[config.mk]
export PLATFORM = sky130hd
export DESIGN_NAME = ifu_next_pc
export DESIGN_NICKNAME = d
export VERILOG_FILES = /design/src/rtl/ifu_pkg.sv /design/src/rtl/ifu_pc_reg.sv /design/src/rtl/ifu_step_adder.sv /design/src/rtl/ifu_jump_former.sv /design/src/rtl/ifu_next_pc.sv
export SDC_FILE = /design/constraint.sdc
export NUM_CORES = 1
export LEC_CHECK = 0
export ABC_AREA = 1
export BUFFER_PORTS_ARGS = -buffer_cell sky130_fd_sc_hd__buf_4
export CORE_MARGIN = 8
export CORE_UTILIZATION = 50
export CTS_CLUSTER_DIAMETER = 200
export CTS_CLUSTER_SIZE = 12
export DETAILED_ROUTE_END_ITERATION = 7
export PLACE_DENSITY = 0.72
export SYNTH_ARGS = -nofsm -noshare
export SYNTH_HDL_FRONTEND = slang
export SYNTH_SLANG_ARGS = --single-unit
[constraint.sdc]
create_clock -name clk -period 3.3 [get_ports clk]
set_input_delay 0.66 -clock clk [delete_from_list [all_inputs] [get_ports clk]]
set_output_delay 0.66 -clock clk [all_outputs]
set_load 0.005 [all_outputs]
[src/rtl/ifu_pkg.sv]
package ifu_pkg;

  // Source of the next program counter value
  typedef enum logic [1:0] {
    NPC_SEQ    = 2'd0,
    NPC_BRANCH = 2'd1,
    NPC_JUMP   = 2'd2
  } npc_src_e;

endpackage

[src/rtl/ifu_pc_reg.sv]
// Word program counter with synchronous active-high reset.
module ifu_pc_reg #(
  parameter int PCW = 30,
  parameter logic [PCW-1:0] RESET_WORD = '0
) (
  input  logic           clk,
  input  logic           rst,
  input  logic [PCW-1:0] pc_d,
  output logic [PCW-1:0] pc_q
);

  always_ff @(posedge clk) begin
    if (rst) pc_q <= RESET_WORD;
    else     pc_q <= pc_d;
  end

endmodule

[src/rtl/ifu_step_adder.sv]
// Sequential / branch target generator working on word indices.
// FAST_NEXT = 0: one adder, carry-in one, operand muxed before the add.
// FAST_NEXT = 1: incrementer plus offset adder, result muxed after the add.
module ifu_step_adder #(
  parameter int PCW       = 30,
  parameter int IMM_W     = 16,
  parameter bit FAST_NEXT = 1'b0
) (
  input  logic [PCW-1:0]   pc_word,
  input  logic [IMM_W-1:0] offset,
  input  logic             take_branch,
  output logic [PCW-1:0]   next_word
);

  localparam int EXT_W = PCW - IMM_W;

  logic [PCW-1:0] offset_ext;
  assign offset_ext = {{EXT_W{offset[IMM_W-1]}}, offset};

  generate
    if (FAST_NEXT) begin : g_fast
      logic [PCW-1:0] seq_word;
      logic [PCW-1:0] br_word;
      assign seq_word  = pc_word + PCW'(1);
      assign br_word   = seq_word + offset_ext;
      assign next_word = take_branch ? br_word : seq_word;
    end else begin : g_shared
      logic [PCW-1:0] addend;
      assign addend    = take_branch ? offset_ext : '0;
      assign next_word = pc_word + addend + PCW'(1);
    end
  endgenerate

endmodule

[src/rtl/ifu_jump_former.sv]
// Pseudo-absolute jump: current region bits above the target field.
module ifu_jump_former #(
  parameter int PCW   = 30,
  parameter int TGT_W = 26
) (
  input  logic [PCW-TGT_W-1:0] region,
  input  logic [TGT_W-1:0]     target,
  output logic [PCW-1:0]       jump_word
);

  assign jump_word = {region, target};

endmodule

[src/rtl/ifu_next_pc.sv]
module ifu_next_pc #(
  parameter int ADDR_W = 32,
  parameter int IMM_W  = 16,
  parameter int TGT_W  = 26,
  parameter logic [ADDR_W-1:0] RESET_ADDR = 32'h0000_0040,
  parameter bit FAST_NEXT = 1'b0
) (
  input  logic              clk,
  input  logic              rst,
  input  logic              branch_en,
  input  logic              jump_en,
  input  logic              alu_zero,
  input  logic [TGT_W-1:0]  fetch_field,
  output logic [ADDR_W-1:0] imem_addr
);

  localparam int PCW      = ADDR_W - 2;
  localparam int REGION_W = PCW - TGT_W;
  localparam logic [PCW-1:0] RESET_WORD = RESET_ADDR[ADDR_W-1:2];
  localparam logic [ADDR_W-1:0] STEP_BYTES = ADDR_W'(4);

  logic [PCW-1:0] pc_q;
  logic [PCW-1:0] pc_d;
  logic [PCW-1:0] step_word;
  logic [PCW-1:0] jump_word;
  logic           take_branch;
  ifu_pkg::npc_src_e src;

  assign take_branch = branch_en & alu_zero;

  always_comb begin
    if (jump_en)          src = ifu_pkg::NPC_JUMP;
    else if (take_branch) src = ifu_pkg::NPC_BRANCH;
    else                  src = ifu_pkg::NPC_SEQ;
  end

  ifu_step_adder #(
    .PCW(PCW), .IMM_W(IMM_W), .FAST_NEXT(FAST_NEXT)
  ) u_step (
    .pc_word(pc_q),
    .offset(fetch_field[IMM_W-1:0]),
    .take_branch(take_branch),
    .next_word(step_word)
  );

  ifu_jump_former #(.PCW(PCW), .TGT_W(TGT_W)) u_jump (
    .region(pc_q[PCW-1 -: REGION_W]),
    .target(fetch_field),
    .jump_word(jump_word)
  );

  always_comb begin
    case (src)
      ifu_pkg::NPC_JUMP: pc_d = jump_word;
      default:           pc_d = step_word;
    endcase
  end

  ifu_pc_reg #(.PCW(PCW), .RESET_WORD(RESET_WORD)) u_pc (
    .clk(clk), .rst(rst), .pc_d(pc_d), .pc_q(pc_q)
  );

  assign imem_addr = {pc_q, 2'b00};

  // Byte-level view of the branch offset, used only by the checks below
  logic [ADDR_W-1:0] br_off_bytes;
  assign br_off_bytes = {{(ADDR_W-IMM_W-2){fetch_field[IMM_W-1]}},
                         fetch_field[IMM_W-1:0], 2'b00};

  assert_reset_load_R2: assert property (@(posedge clk)
    rst |=> imem_addr == RESET_ADDR);

  assert_seq_step_R3: assert property (@(posedge clk) disable iff (rst)
    (!jump_en && !(branch_en && alu_zero)) |=>
      imem_addr == $past(imem_addr) + STEP_BYTES);

  assert_branch_taken_R4: assert property (@(posedge clk) disable iff (rst)
    (!jump_en && branch_en && alu_zero) |=>
      imem_addr == $past(imem_addr) + STEP_BYTES + $past(br_off_bytes));

  assert_half_cond_R5: assert property (@(posedge clk) disable iff (rst)
    (!jump_en && (branch_en ^ alu_zero)) |=>
      imem_addr == $past(imem_addr) + STEP_BYTES);

  assert_jump_target_R6: assert property (@(posedge clk) disable iff (rst)
    jump_en |=> imem_addr[TGT_W+1:2] == $past(fetch_field));

  assert_jump_first_R7: assert property (@(posedge clk) disable iff (rst)
    (jump_en && branch_en && alu_zero) |=>
      imem_addr[TGT_W+1:0] == {$past(fetch_field), 2'b00});

  assert_jump_region_R8: assert property (@(posedge clk) disable iff (rst)
    jump_en |=> imem_addr[ADDR_W-1:TGT_W+2] == $past(imem_addr[ADDR_W-1:TGT_W+2]));

endmodule

==> flow_summary.ini <==
[clock_network]
clockBufferDepth = 2
cts-buffers-inserted = 5
htree_levels = 2
cts.repair.resized = 0
numClockSinks = 30
post_cts_buffers = 0
clk_latency_ns = 0.29
hold_buffers = 0
clkTransAtPathRegs_ns = 0.08
clockRootBuffer = clkbuf_8
tritoncts = done

[yosys]
ys.flop_type = dfxtp_1
synth.avg_cell_area_sq_um = 5.983
synth.distinct_cells = 38
synth_area_sq_um = 3398
synth_cells = 568
synth_edf_count = 0
ys_seq_area_share_pct = 17.67
ys_warn_count = 0
async_reset_ff_share_pct = 0
synth_top_area_share_pct = 17.67
ys_seq_elements = 30
yosys.area.top_type = dfxtp_1
synth_area_leaders = dfxtp_1, nand2_1, inv_1

[pwr]
leakage_nw = 2.231
ir_drop_mv = 0.2149
power_density_nw_per_um2 = 314.5
total_power_mw = 1.235

[global_route]
grt_max_degree = 32
antenna_found_initial = 0
grt_pass1_vias = 3372
gr-total-overflow = 0
grt.total_usage_pct = 20.19
grt_pass1_wl_um = 16280

[worst_setup_path]
startpoint = alu_zero
end_kind = flop
worstPathRequired_ns = 3.50
rrSetupSlack_ns = 1.12
setup.worst_path.start_class = input pin
path_max_fanout = 16
r2r-end = u_pc.pc_q[24]
r2r_start = u_pc.pc_q[0]
critPathKind = input pin to flop
reg2regPathDepth = 13
arrival_ns = 2.91

[place]
post-dp-hpwl_um = 7703
dpl-instance-area_sq_um = 3819
gp_congestion = 0.9613
io_buffers = 60

[finish]
syn2layout_area_growth_pct = 15.61
finish.utilization_pct = 58.80
largest_reg_flops = 30
drive_above_1_share_pct = 19.77
fin_area_sq_um = 3929
largest_register = u_pc.pc_q
diodes = 0
top_regs = u_pc.pc_q: 30 flops
nets = 663

[floorplanning]
pin_count = 63
die_w_um = 98.44
rows = 30
dieArea_sq_um = 9690
start_util_pct = 50.86
core-area_sq_um = 6681
die_h_um = 98.44

[timing]
min_period_ns = 2.713
drv_slew = 0
hold_ws_ns = 0.5862
setup_tns_ns = 0
finalHoldViolations = 0
timing.final.crit_share_pct = 82.22
tightest_slew_ns = 0.9971
relSlewSlack_pct = 33.45
fin_skew_ns = 0.01113
rsz0062_at_grt = no
fmax_ghz = 0.3686
setup_viol_count_final = 0

[routing]
wl_um = 9966
ant_nets = 0
firstDrtPassIters = 5
via_count = 3741
drtIter0Drc = 244
wire_per_inst_um = 14.30
drcViolationCount = 0
avgViaCountPerCell = 5.367

[hold_path]
hold_path_end = u_pc.pc_q[0]
min-delay-path-class = flop to flop
min_path_cells = 3
hp-start = u_pc.pc_q[0]

[job]
maxCapViolCount = 0

[outcome]
outcome = complete, no violations
==> worst max path at each step <==
stage               endpoint  slack, ns
2_1_floorplan  u_pc.pc_q[24]       0.66
3_3_place_gp   u_pc.pc_q[26]       0.37
3_5_place_dp   u_pc.pc_q[24]       0.30
4_1_cts        u_pc.pc_q[24]       0.60
5_1_grt        u_pc.pc_q[24]       0.35
6_report       u_pc.pc_q[24]       0.59
==> synthesized netlist by cell type, types with 2 or more instances <==
cell / instances
a21oi_1: 32
a31oi_1: 4
a41oi_1: 8
buf_2: 2
buf_4: 5
buf_6: 5
clkbuf_1: 8
dfxtp_1: 30
ha_1: 15
inv_1: 103
nand2_1: 134
nand2_2: 26
nand2_4: 5
nand3_1: 27
nand3_2: 2
nand3b_1: 4
nand4_1: 18
nor2_1: 66
nor2_2: 5
nor2_4: 11
o211ai_1: 2
o21ai_0: 23
o21bai_1: 4
or2_2: 2
xnor2_1: 5
xor2_1: 10
==> where the power goes <==
part           internal [mW]  total, mW  switching, mW
clock network          0.211      0.373          0.162
logic                  0.175      0.439          0.264
registers              0.395      0.424         0.0292
total                  0.781       1.24          0.455
==> layer usage <==
metal | share of wire, % | up-vias | global-route usage, %
li1 | - | 1882 | -
met1 | 47 | 1715 | 27.13
met2 | 44 | 136 | 32.34
met3 | 8.2 | 8 | 4.017
met4 | 0.91 | 0 | 4.368
met5 | 0 | - | 0
==> cells by family (layout without fill, tap and decap cells) <==
group / after synthesis / count (layout) / synth area share [%]
AOI/OAI and AO/OA: 80 / 80 / 13.88
xor gates and xnor gates: 15 / 15 / 3.866
adders and majority gates: 16 / 16 / 6.112
and+or+nand+nor: 302 / 302 / 42.93
other: 1 / 2 / 0.1104
buffers and inverters: 124 / 172 / 15.43
DFF: 30 / 30 / 17.67
==> area by class of cell <==
type                            instances  area [sq um]
Fill cell                             689          2753
Clock buffer                            8         110.1
Sequential cell                        30         600.6
Inverter                              104         390.4
Timing Repair Buffer                   60         450.4
Tap cell                               80         100.1
Multi-Input combinational cell        415          2277
==> critical path, stage by stage <==
cell      delay, ns
buf_4          0.21
nand2_4        0.17
inv_1          0.11
nand2_1        0.05
ha_1           0.20
fa_1           0.43
o21bai_1       0.23
nand2_1        0.08
nand3_1        0.19
nand2_1        0.08
nand2_1        0.11
nand2_1        0.08
nand3b_1       0.08
nand3_1        0.08
nand2_1        0.09
inv_1          0.04
==> through the flow <==
| stage | std cells | setup WS (ns) |
|---|---|---|
| 6_report | 697 | 0.5868 |
| 3_5_place_dp | 689 | 0.3006 |
| 4_1_cts | 697 | 0.6019 |
| 3_3_place_gp | 689 | 0.3702 |
| 2_1_floorplan | 569 | 0.6631 |
| 5_1_grt | 697 | 0.3524 |
==> layout by cell type (no fill, tap or decap), drive strengths merged <==
cell	synthesis	routed
nand2	165	165
inv	104	104
nor2	82	82
buf	12	60
a21oi	33	33
dfxtp	30	30
nand3	30	30
o21ai	24	24
nand4	18	18
ha	15	15
xor2	10	10
a41oi	8	8
clkbuf	8	8
xnor2	5	5
o21bai	4	4
a31oi	4	4
nand3b	4	4
or2	2	2
o211ai	2	2
conb	1	2
and3	1	1
o221ai	1	1
a21o	1	1
a21boi	1	1
o41ai	1	1
a41o	1	1
fa	1	1
Note: power is estimated with default switching activity, not from simulation.
